### config.mk
export PLATFORM = sky130hd
export DESIGN_NAME = sector_write_formatter
export DESIGN_NICKNAME = d
export VERILOG_FILES = /design/src/rtl/swf_pkg.sv /design/src/rtl/swf_seq.sv /design/src/rtl/swf_byte_sr.sv /design/src/rtl/swf_crc16.sv /design/src/rtl/sector_write_formatter.sv
export SDC_FILE = /design/constraint.sdc
export NUM_CORES = 1
export LEC_CHECK = 0
export BUFFER_PORTS_ARGS = -buffer_cell sky130_fd_sc_hd__buf_4
export CAP_MARGIN = 20
export CORE_UTILIZATION = 40
export CTS_CLUSTER_SIZE = 12
export DETAILED_ROUTE_END_ITERATION = 8
export GPL_TIMING_DRIVEN = 0
export SETUP_SLACK_MARGIN = 0.5
export SLEW_MARGIN = 10
export SYNTH_ARGS = -nofsm -noshare
export SYNTH_HDL_FRONTEND = slang
export SYNTH_SLANG_ARGS = --single-unit
### constraint.sdc
create_clock -name clk -period 2.3 [get_ports clk]
set_input_delay 0 -clock clk [delete_from_list [all_inputs] [get_ports clk]]
set_output_delay 0 -clock clk [all_outputs]
set_load 0.01 [all_outputs]
### src/rtl/swf_pkg.sv
package swf_pkg;
  typedef enum logic [2:0] {
    PH_IDLE = 3'd0,
    PH_PRE  = 3'd1,
    PH_SYNC = 3'd2,
    PH_BODY = 3'd3,
    PH_CRC  = 3'd4,
    PH_POST = 3'd5,
    PH_DONE = 3'd6
  } phase_e;
endpackage

### src/rtl/swf_seq.sv
module swf_seq
  import swf_pkg::*;
#(
  parameter int PRE_LEN = 12,
  parameter int SYNC_W  = 16,
  parameter int BYTE_W  = 8,
  parameter int CRC_W   = 16,
  parameter int POST_W  = 32,
  parameter int LEN_W   = 9
) (
  input  logic             clk,
  input  logic             rst_n,
  input  logic             start,
  input  logic [LEN_W-1:0] sect_len,
  output phase_e           phase,
  output logic             sel,
  output logic             accept,
  output logic             fetch
);
  localparam int M1   = (PRE_LEN > SYNC_W) ? PRE_LEN : SYNC_W;
  localparam int M2   = (M1 > POST_W) ? M1 : POST_W;
  localparam int M3   = (M2 > CRC_W) ? M2 : CRC_W;
  localparam int MAXC = (M3 > BYTE_W) ? M3 : BYTE_W;
  localparam int CNT_W = $clog2(MAXC + 1);
  localparam int K_W   = LEN_W + 1;

  localparam logic [CNT_W-1:0] PRE_LAST  = CNT_W'(PRE_LEN - 1);
  localparam logic [CNT_W-1:0] SYNC_LAST = CNT_W'(SYNC_W - 1);
  localparam logic [CNT_W-1:0] BYTE_LAST = CNT_W'(BYTE_W - 1);
  localparam logic [CNT_W-1:0] CRC_LAST  = CNT_W'(CRC_W - 1);
  localparam logic [CNT_W-1:0] POST_LAST = CNT_W'(POST_W - 1);

  phase_e           phase_q;
  logic [CNT_W-1:0] cnt_q;
  logic [K_W-1:0]   kidx_q;
  logic [LEN_W-1:0] len_q;
  logic             sel_q;
  logic [K_W-1:0]   last_k;

  // byte index runs over both address bytes and the data bytes
  assign last_k = {1'b0, len_q} + K_W'(1);
  assign phase  = phase_q;
  assign sel    = sel_q;
  assign accept = (phase_q == PH_IDLE) && start;
  // refill the idle register during the first bit of the byte before it
  assign fetch  = (phase_q == PH_BODY) && (cnt_q == '0) &&
                  (kidx_q != '0) && (kidx_q <= {1'b0, len_q});

  always_ff @(posedge clk) begin
    if (!rst_n) begin
      phase_q <= PH_IDLE;
      cnt_q   <= '0;
      kidx_q  <= '0;
      len_q   <= '0;
      sel_q   <= 1'b0;
    end else begin
      case (phase_q)
        PH_IDLE: begin
          if (start) begin
            phase_q <= PH_PRE;
            cnt_q   <= '0;
            len_q   <= sect_len;
          end
        end
        PH_PRE: begin
          if (cnt_q == PRE_LAST) begin
            phase_q <= PH_SYNC;
            cnt_q   <= '0;
          end else begin
            cnt_q <= cnt_q + CNT_W'(1);
          end
        end
        PH_SYNC: begin
          if (cnt_q == SYNC_LAST) begin
            phase_q <= PH_BODY;
            cnt_q   <= '0;
            kidx_q  <= '0;
            sel_q   <= 1'b0;
          end else begin
            cnt_q <= cnt_q + CNT_W'(1);
          end
        end
        PH_BODY: begin
          if (cnt_q == BYTE_LAST) begin
            cnt_q <= '0;
            if (kidx_q == last_k) begin
              phase_q <= PH_CRC;
            end else begin
              kidx_q <= kidx_q + K_W'(1);
              sel_q  <= ~sel_q;
            end
          end else begin
            cnt_q <= cnt_q + CNT_W'(1);
          end
        end
        PH_CRC: begin
          if (cnt_q == CRC_LAST) begin
            phase_q <= PH_POST;
            cnt_q   <= '0;
          end else begin
            cnt_q <= cnt_q + CNT_W'(1);
          end
        end
        PH_POST: begin
          if (cnt_q == POST_LAST) begin
            phase_q <= PH_DONE;
            cnt_q   <= '0;
          end else begin
            cnt_q <= cnt_q + CNT_W'(1);
          end
        end
        PH_DONE: phase_q <= PH_IDLE;
        default: phase_q <= PH_IDLE;
      endcase
    end
  end
endmodule

### src/rtl/swf_byte_sr.sv
module swf_byte_sr #(
  parameter int W = 8
) (
  input  logic         clk,
  input  logic         rst_n,
  input  logic         load,
  input  logic [W-1:0] din,
  input  logic         shift,
  output logic         msb
);
  logic [W-1:0] q;

  always_ff @(posedge clk) begin
    if (!rst_n) begin
      q <= '0;
    end else if (load) begin
      q <= din;
    end else if (shift) begin
      q <= {q[W-2:0], 1'b0};
    end
  end

  assign msb = q[W-1];
endmodule

### src/rtl/swf_crc16.sv
module swf_crc16 #(
  parameter int           W    = 16,
  parameter logic [W-1:0] POLY = 16'h1021,
  parameter logic [W-1:0] INIT = '0
) (
  input  logic clk,
  input  logic rst_n,
  input  logic clr,
  input  logic acc,
  input  logic din,
  input  logic drain,
  output logic msb
);
  logic [W-1:0] q;
  logic         fb;

  assign fb = q[W-1] ^ din;

  always_ff @(posedge clk) begin
    if (!rst_n) begin
      q <= INIT;
    end else if (clr) begin
      q <= INIT;
    end else if (acc) begin
      q <= {q[W-2:0], 1'b0} ^ (fb ? POLY : '0);
    end else if (drain) begin
      // the register itself becomes the serialiser for the check word
      q <= {q[W-2:0], 1'b0};
    end
  end

  assign msb = q[W-1];
endmodule

### src/rtl/sector_write_formatter.sv
module sector_write_formatter
  import swf_pkg::*;
#(
  parameter int                PRE_LEN    = 12,
  parameter int                SYNC_W     = 16,
  parameter logic [SYNC_W-1:0] SYNC_WORD  = 16'h0001,
  parameter int                BYTE_W     = 8,
  parameter int                CRC_W      = 16,
  parameter logic [CRC_W-1:0]  CRC_POLY   = 16'h1021,
  parameter logic [CRC_W-1:0]  CRC_INIT   = '0,
  parameter int                POST_WORDS = 2,
  parameter int                MAX_LEN    = 256,
  localparam int               LEN_W      = $clog2(MAX_LEN + 1),
  localparam int               ADDR_W     = 2 * BYTE_W
) (
  input  logic              clk,
  input  logic              rst_n,
  input  logic              start,
  input  logic [ADDR_W-1:0] sect_addr,
  input  logic [LEN_W-1:0]  sect_len,
  input  logic              cache_valid,
  input  logic [BYTE_W-1:0] cache_data,
  output logic              cache_ready,
  output logic              wr_data,
  output logic              wr_en,
  output logic              done
);
  localparam int POST_W = POST_WORDS * CRC_W;

  phase_e            phase;
  logic              sel;
  logic              accept;
  logic              fetch;
  logic              take;
  logic [1:0]        sr_msb;
  logic              crc_msb;
  logic              body_bit;
  logic [SYNC_W-1:0] sync_q;

  swf_seq #(
    .PRE_LEN(PRE_LEN), .SYNC_W(SYNC_W), .BYTE_W(BYTE_W),
    .CRC_W(CRC_W), .POST_W(POST_W), .LEN_W(LEN_W)
  ) u_seq (
    .clk(clk), .rst_n(rst_n), .start(start), .sect_len(sect_len),
    .phase(phase), .sel(sel), .accept(accept), .fetch(fetch)
  );

  assign cache_ready = fetch;
  assign take        = fetch && cache_valid;

  // register 0 starts with the high address byte, register 1 with the low
  for (genvar g = 0; g < 2; g++) begin : g_sr
    logic              ld;
    logic              sh;
    logic [BYTE_W-1:0] dsel;
    assign ld   = accept || (take && (sel != 1'(g)));
    assign sh   = (phase == PH_BODY) && (sel == 1'(g));
    assign dsel = accept ? sect_addr[(1-g)*BYTE_W +: BYTE_W] : cache_data;
    swf_byte_sr #(.W(BYTE_W)) u_sr (
      .clk(clk), .rst_n(rst_n), .load(ld), .din(dsel),
      .shift(sh), .msb(sr_msb[g])
    );
  end

  assign body_bit = sr_msb[sel];

  swf_crc16 #(.W(CRC_W), .POLY(CRC_POLY), .INIT(CRC_INIT)) u_crc (
    .clk(clk), .rst_n(rst_n), .clr(accept),
    .acc(phase == PH_BODY), .din(body_bit),
    .drain(phase == PH_CRC), .msb(crc_msb)
  );

  always_ff @(posedge clk) begin
    if (!rst_n) begin
      sync_q <= '0;
    end else if (accept) begin
      sync_q <= SYNC_WORD;
    end else if (phase == PH_SYNC) begin
      sync_q <= {sync_q[SYNC_W-2:0], 1'b0};
    end
  end

  always_comb begin
    case (phase)
      PH_PRE:  wr_data = 1'b1;
      PH_SYNC: wr_data = sync_q[SYNC_W-1];
      PH_BODY: wr_data = body_bit;
      PH_CRC:  wr_data = crc_msb;
      default: wr_data = 1'b0;
    endcase
  end

  assign wr_en = (phase == PH_PRE) || (phase == PH_SYNC) || (phase == PH_BODY) ||
                 (phase == PH_CRC) || (phase == PH_POST);
  assign done  = (phase == PH_DONE);
endmodule

==> run summary <==
The run finished with clean final reports. Setup repair after global routing could not meet its margin everywhere. The final setup violation count came out at 0.

In this run the remaining antenna-violating nets after routing total 0. For this run, the register share of the synthesized area comes to 35.4%. The number of buffers inserted during clock tree synthesis came out at 9.

The final total negative setup slack is 0 ns. For this run, the number of Yosys warnings is 0. The clock tree skew after final layout came out at 0.0133 ns. In this run the static leakage power is 2.29 nW.

The netlist uses 66 different library cells. The net count of the finished layout came out at 694. The achievable clock frequency is 441 MHz. The number of pins exceeding their max-slew limit in the final report is 0.

Dividing the final minimum period by the clock period gives 98.7%. After the first detailed-routing iteration, the DRC count stood at 220. The gate family responsible for the most delay along the worst path is compound AO/OA/AOI/OAI gates.

The placeable core region came out at 10500 um2. Detailed placement ended at an HPWL of 8260 um. The fraction of layout cells with a size suffix above 1 is 34.9%.

In this run the core area contains 37 standard-cell rows. The utilization after layout came out at 57.9%. Including well taps, the total number of placed cells is 725. The length of the first detailed-routing pass in iterations came out at 5.

The register bit count reported by yosys came out at 77. The height of the die is 106 um. The total overflow left after global routing is 0.

The synthesized area divided by synthesized cell count is 7.92 um2. The count of port buffers added during placement came out at 39. Among all stages on the critical path, the largest delay is contributed by sky130_fd_sc_hd__dfxtp_4. The worst slew margin relative to its limit is 49.8%. The initial antenna violation count came out at 0. The number of primary I/O pins is 41. Dividing the detail-routed via count by the number of cells gives 5.40.

The clock tree buffer depth came out at 2. Across the VDD grid, the largest voltage drop is 0.398 mV. The H-tree was split into 3 levels.

The worst hold slack came out at 0.0114 ns. The area of all sequential standard cells is 1590 um2. The worst setup path is launched from a flop.

The final route contains 4233 vias. Synthesis produced a netlist whose cell count is 550. The via count of the first global-routing pass was 4019. The final critical path time including I/O delays and setup is 2.27 ns. The cell type contributing the most total cell area after synthesis is sky130_fd_sc_hd__dfxtp_1. After filler insertion, the fill cell instance count of the layout stands at 994.

The antenna diode instance count came out at 0. The synthesized netlist net count is 601. The global-route wire length before repair came out at 20000 um. The non-filler instance count after layout came out at 784. The number of hold-slack violations in the final timing report is 0.

The async set-reset flop share out of synthesis is 0%. The area used by multi-input combinational logic is 3000 um2. The total number of clock tree sinks came out at 77. The area of the die came out at 11300 um2. The final RePlAce weighted congestion is 0.897.

The clock-pin slew on the worst setup and hold paths came out at 0.09 ns. The power per cell area is 772 nW/um2. TritonCTS built the clock tree. The area of the mapped netlist came out at 4360 um2. The total wire length after detailed routing is 12000 um. The met3 layer usage reported by global route came out at 3.56%. The global routing stage identified its most utilized layer as met2. The data required time at the worst endpoint is 2.55 ns. In the global route stage, met1 resource usage came out at 30.2%. The count of flip-flops with a built-in enable after synthesis came out at 0. Of the post-synthesis cell area, the dominant cell type holds 35.4%. Data arrives at the worst endpoint at 2.51 ns. The critical path's largest stage delay came out at 0.39 ns. From left edge to right edge, the die measures 106 um. In this run the clock root is driven by a sky130_fd_sc_hd__clkbuf_8.

The DRC violation count after routing came out at 0. The total of max-cap violations is 0. The worst setup path is captured at a flop. The number of buffers and inverters on the critical path is 3. The clock latency at the later pin of the worst-skew pair is 0.36 ns. The initial core utilization is 41.7%.

The start-to-end type of the worst setup path is flop to flop. The routed length per instance came out at 15.3 um. The highest fanout seen on the critical path is 6. The total routing resource utilization after global routing came out at 22.3%. By area the synthesized netlist is led by sky130_fd_sc_hd__dfxtp_1 35%, sky130_fd_sc_hd__nand2_1 11%, sky130_fd_sc_hd__a21oi_1 7.9%. The area overhead of the layout relative to synthesis is 39.0%.

The signal on the critical path passes through inv_1 -> ha_1 -> a21o_1 -> a211o_1 -> a2111oi_4 -> buf_4 -> o2111a_2 -> buf_6 -> o211ai_1 -> o311a_1. The most common flop cell mapped by yosys is sky130_fd_sc_hd__dfxtp_1. The largest net degree at the start of global routing came out at 15. The met2 track utilization from global routing came out at 34.6%. The slew at the pin closest to its max-slew limit came out at 0.746 ns. The class of the most critical hold timing path is input pin to flop.
==> path summary, 6_finish.rpt <==
path / start / endpoint / slack (ns) / depth (start not counted)
max: u_seq.len_q[6] / g_sr[1].u_sr.q[6] / 0.03 / 10
min reg2reg: sync_q[2] / sync_q[3] / 0.45 / 2
min: sect_addr[5] / g_sr[1].u_sr.q[5] / 0.01 / 4
max reg2reg: u_seq.len_q[6] / g_sr[1].u_sr.q[6] / 0.03 / 10
==> sequential cells by signal, indices dropped and copies added, names as in the netlist <==
signal,count
u_seq.kidx_q,10
u_crc.q,16
u_seq.phase,3
sync_q,16
g_sr.u_sr.q,16
u_seq.sel,1
u_seq.len_q,9
u_seq.cnt_q,6
==> layer usage <==
layer / wire, um / share of wire (%)
met5: 0 / 0
met4: 361 / 3.0
met3: 362 / 3.0
met2: 5600 / 47
met1: 5700 / 47
==> area by class of cell <==
class	instances	share of cell area (%)
plain buffers	39	4.94
clock buffers	10	2.27
clock inverters	6	1.12
inverters	20	1.43
multi-input cells	414	49.5
flip-flops and latches	77	26.3
well taps	136	2.81
repair buffers	82	11.7
==> per-stage QoR <==
step	setup slack, ns	power [W]	area (um2)
after global placement	-0.178	0.00312	5010
final	0.0310	0.00467	6060
after CTS	0.0145	0.00450	5730
after detailed placement	-0.217	0.00316	5010
after floorplan	0.144	0.00275	4550
after global routing	-0.0728	0.00496	6060
==> kinds of logic (layout without fill, tap and decap cells) <==
kind of cell,after synthesis,after routing,synth area share [%]
xor gates and xnor gates,14,14,2.81
AOI/OAI and AO/OA,144,144,21.7
and+or+nand+nor,225,225,25.0
muxes,17,17,4.13
adders and majority gates,14,14,4.02
DFF,77,77,35.4
buffers and inverters,59,157,6.95
==> tightest hold or removal path, stage by stage <==
cell                       delay, ns
sky130_fd_sc_hd__buf_4          0.08
sky130_fd_sc_hd__nand2_1        0.04
sky130_fd_sc_hd__o211ai_1       0.07
sky130_fd_sc_hd__o311a_1        0.15
==> report_power, final <==
part           internal (W)  total, W  switching [W]
clock              0.000536   0.00108       0.000540
sequential          0.00150   0.00163       0.000128
combinational      0.000871   0.00197        0.00110
==> synthesized netlist by cell type (9+ instances only) <==
master and number:
sky130_fd_sc_hd__dfxtp_1 77, sky130_fd_sc_hd__ha_1 14, sky130_fd_sc_hd__inv_1 20, sky130_fd_sc_hd__clkbuf_1 25, sky130_fd_sc_hd__a21oi_1 69, sky130_fd_sc_hd__nor2_1 26, sky130_fd_sc_hd__o21ai_0 10, sky130_fd_sc_hd__mux2i_1 9
sky130_fd_sc_hd__nand2_1 130, sky130_fd_sc_hd__o211ai_1 10
==> what timing repair did <==
action | in CTS | in global routing
endpoints found under the setup margin | 73 | 78
cloned | 2 | 0
pin swaps | 24 | 26
hold endpoints to repair | 13 | 0
gates resized for setup | 67 | 68
hold buffers | 10 | 0
buffers inserted | 20 | 11
==> cell usage in the layout, fill, tap and decap left out, drive strengths merged, types with 3 or more instances in the layout <==
cell type | Yosys | layout
a311oi | 8 | 8
inv | 20 | 21
o22ai | 5 | 5
and3 | 8 | 8
nor4 | 4 | 4
o21a | 4 | 4
clkbuf | 29 | 34
nand3 | 8 | 8
buf | 9 | 86
nor2 | 26 | 26
xnor2 | 8 | 8
a21oi | 69 | 69
o21ai | 10 | 10
xor2 | 6 | 6
a21o | 4 | 4
or4 | 4 | 4
nand4b | 3 | 3
dfxtp | 77 | 77
or3 | 3 | 3
nor3 | 8 | 8
dlygate4sd3 | 0 | 10
mux2 | 8 | 8
mux2i | 9 | 9
o221ai | 3 | 3
o211ai | 10 | 10
and4 | 5 | 5
nand4 | 5 | 5
nand3b | 3 | 3
clkinvlp | 0 | 3
and2 | 6 | 6
a221oi | 3 | 3
o2111ai | 4 | 4
ha | 14 | 14
nand2 | 130 | 130
o311a | 7 | 7
Note: power is estimated with default switching activity, not from simulation.
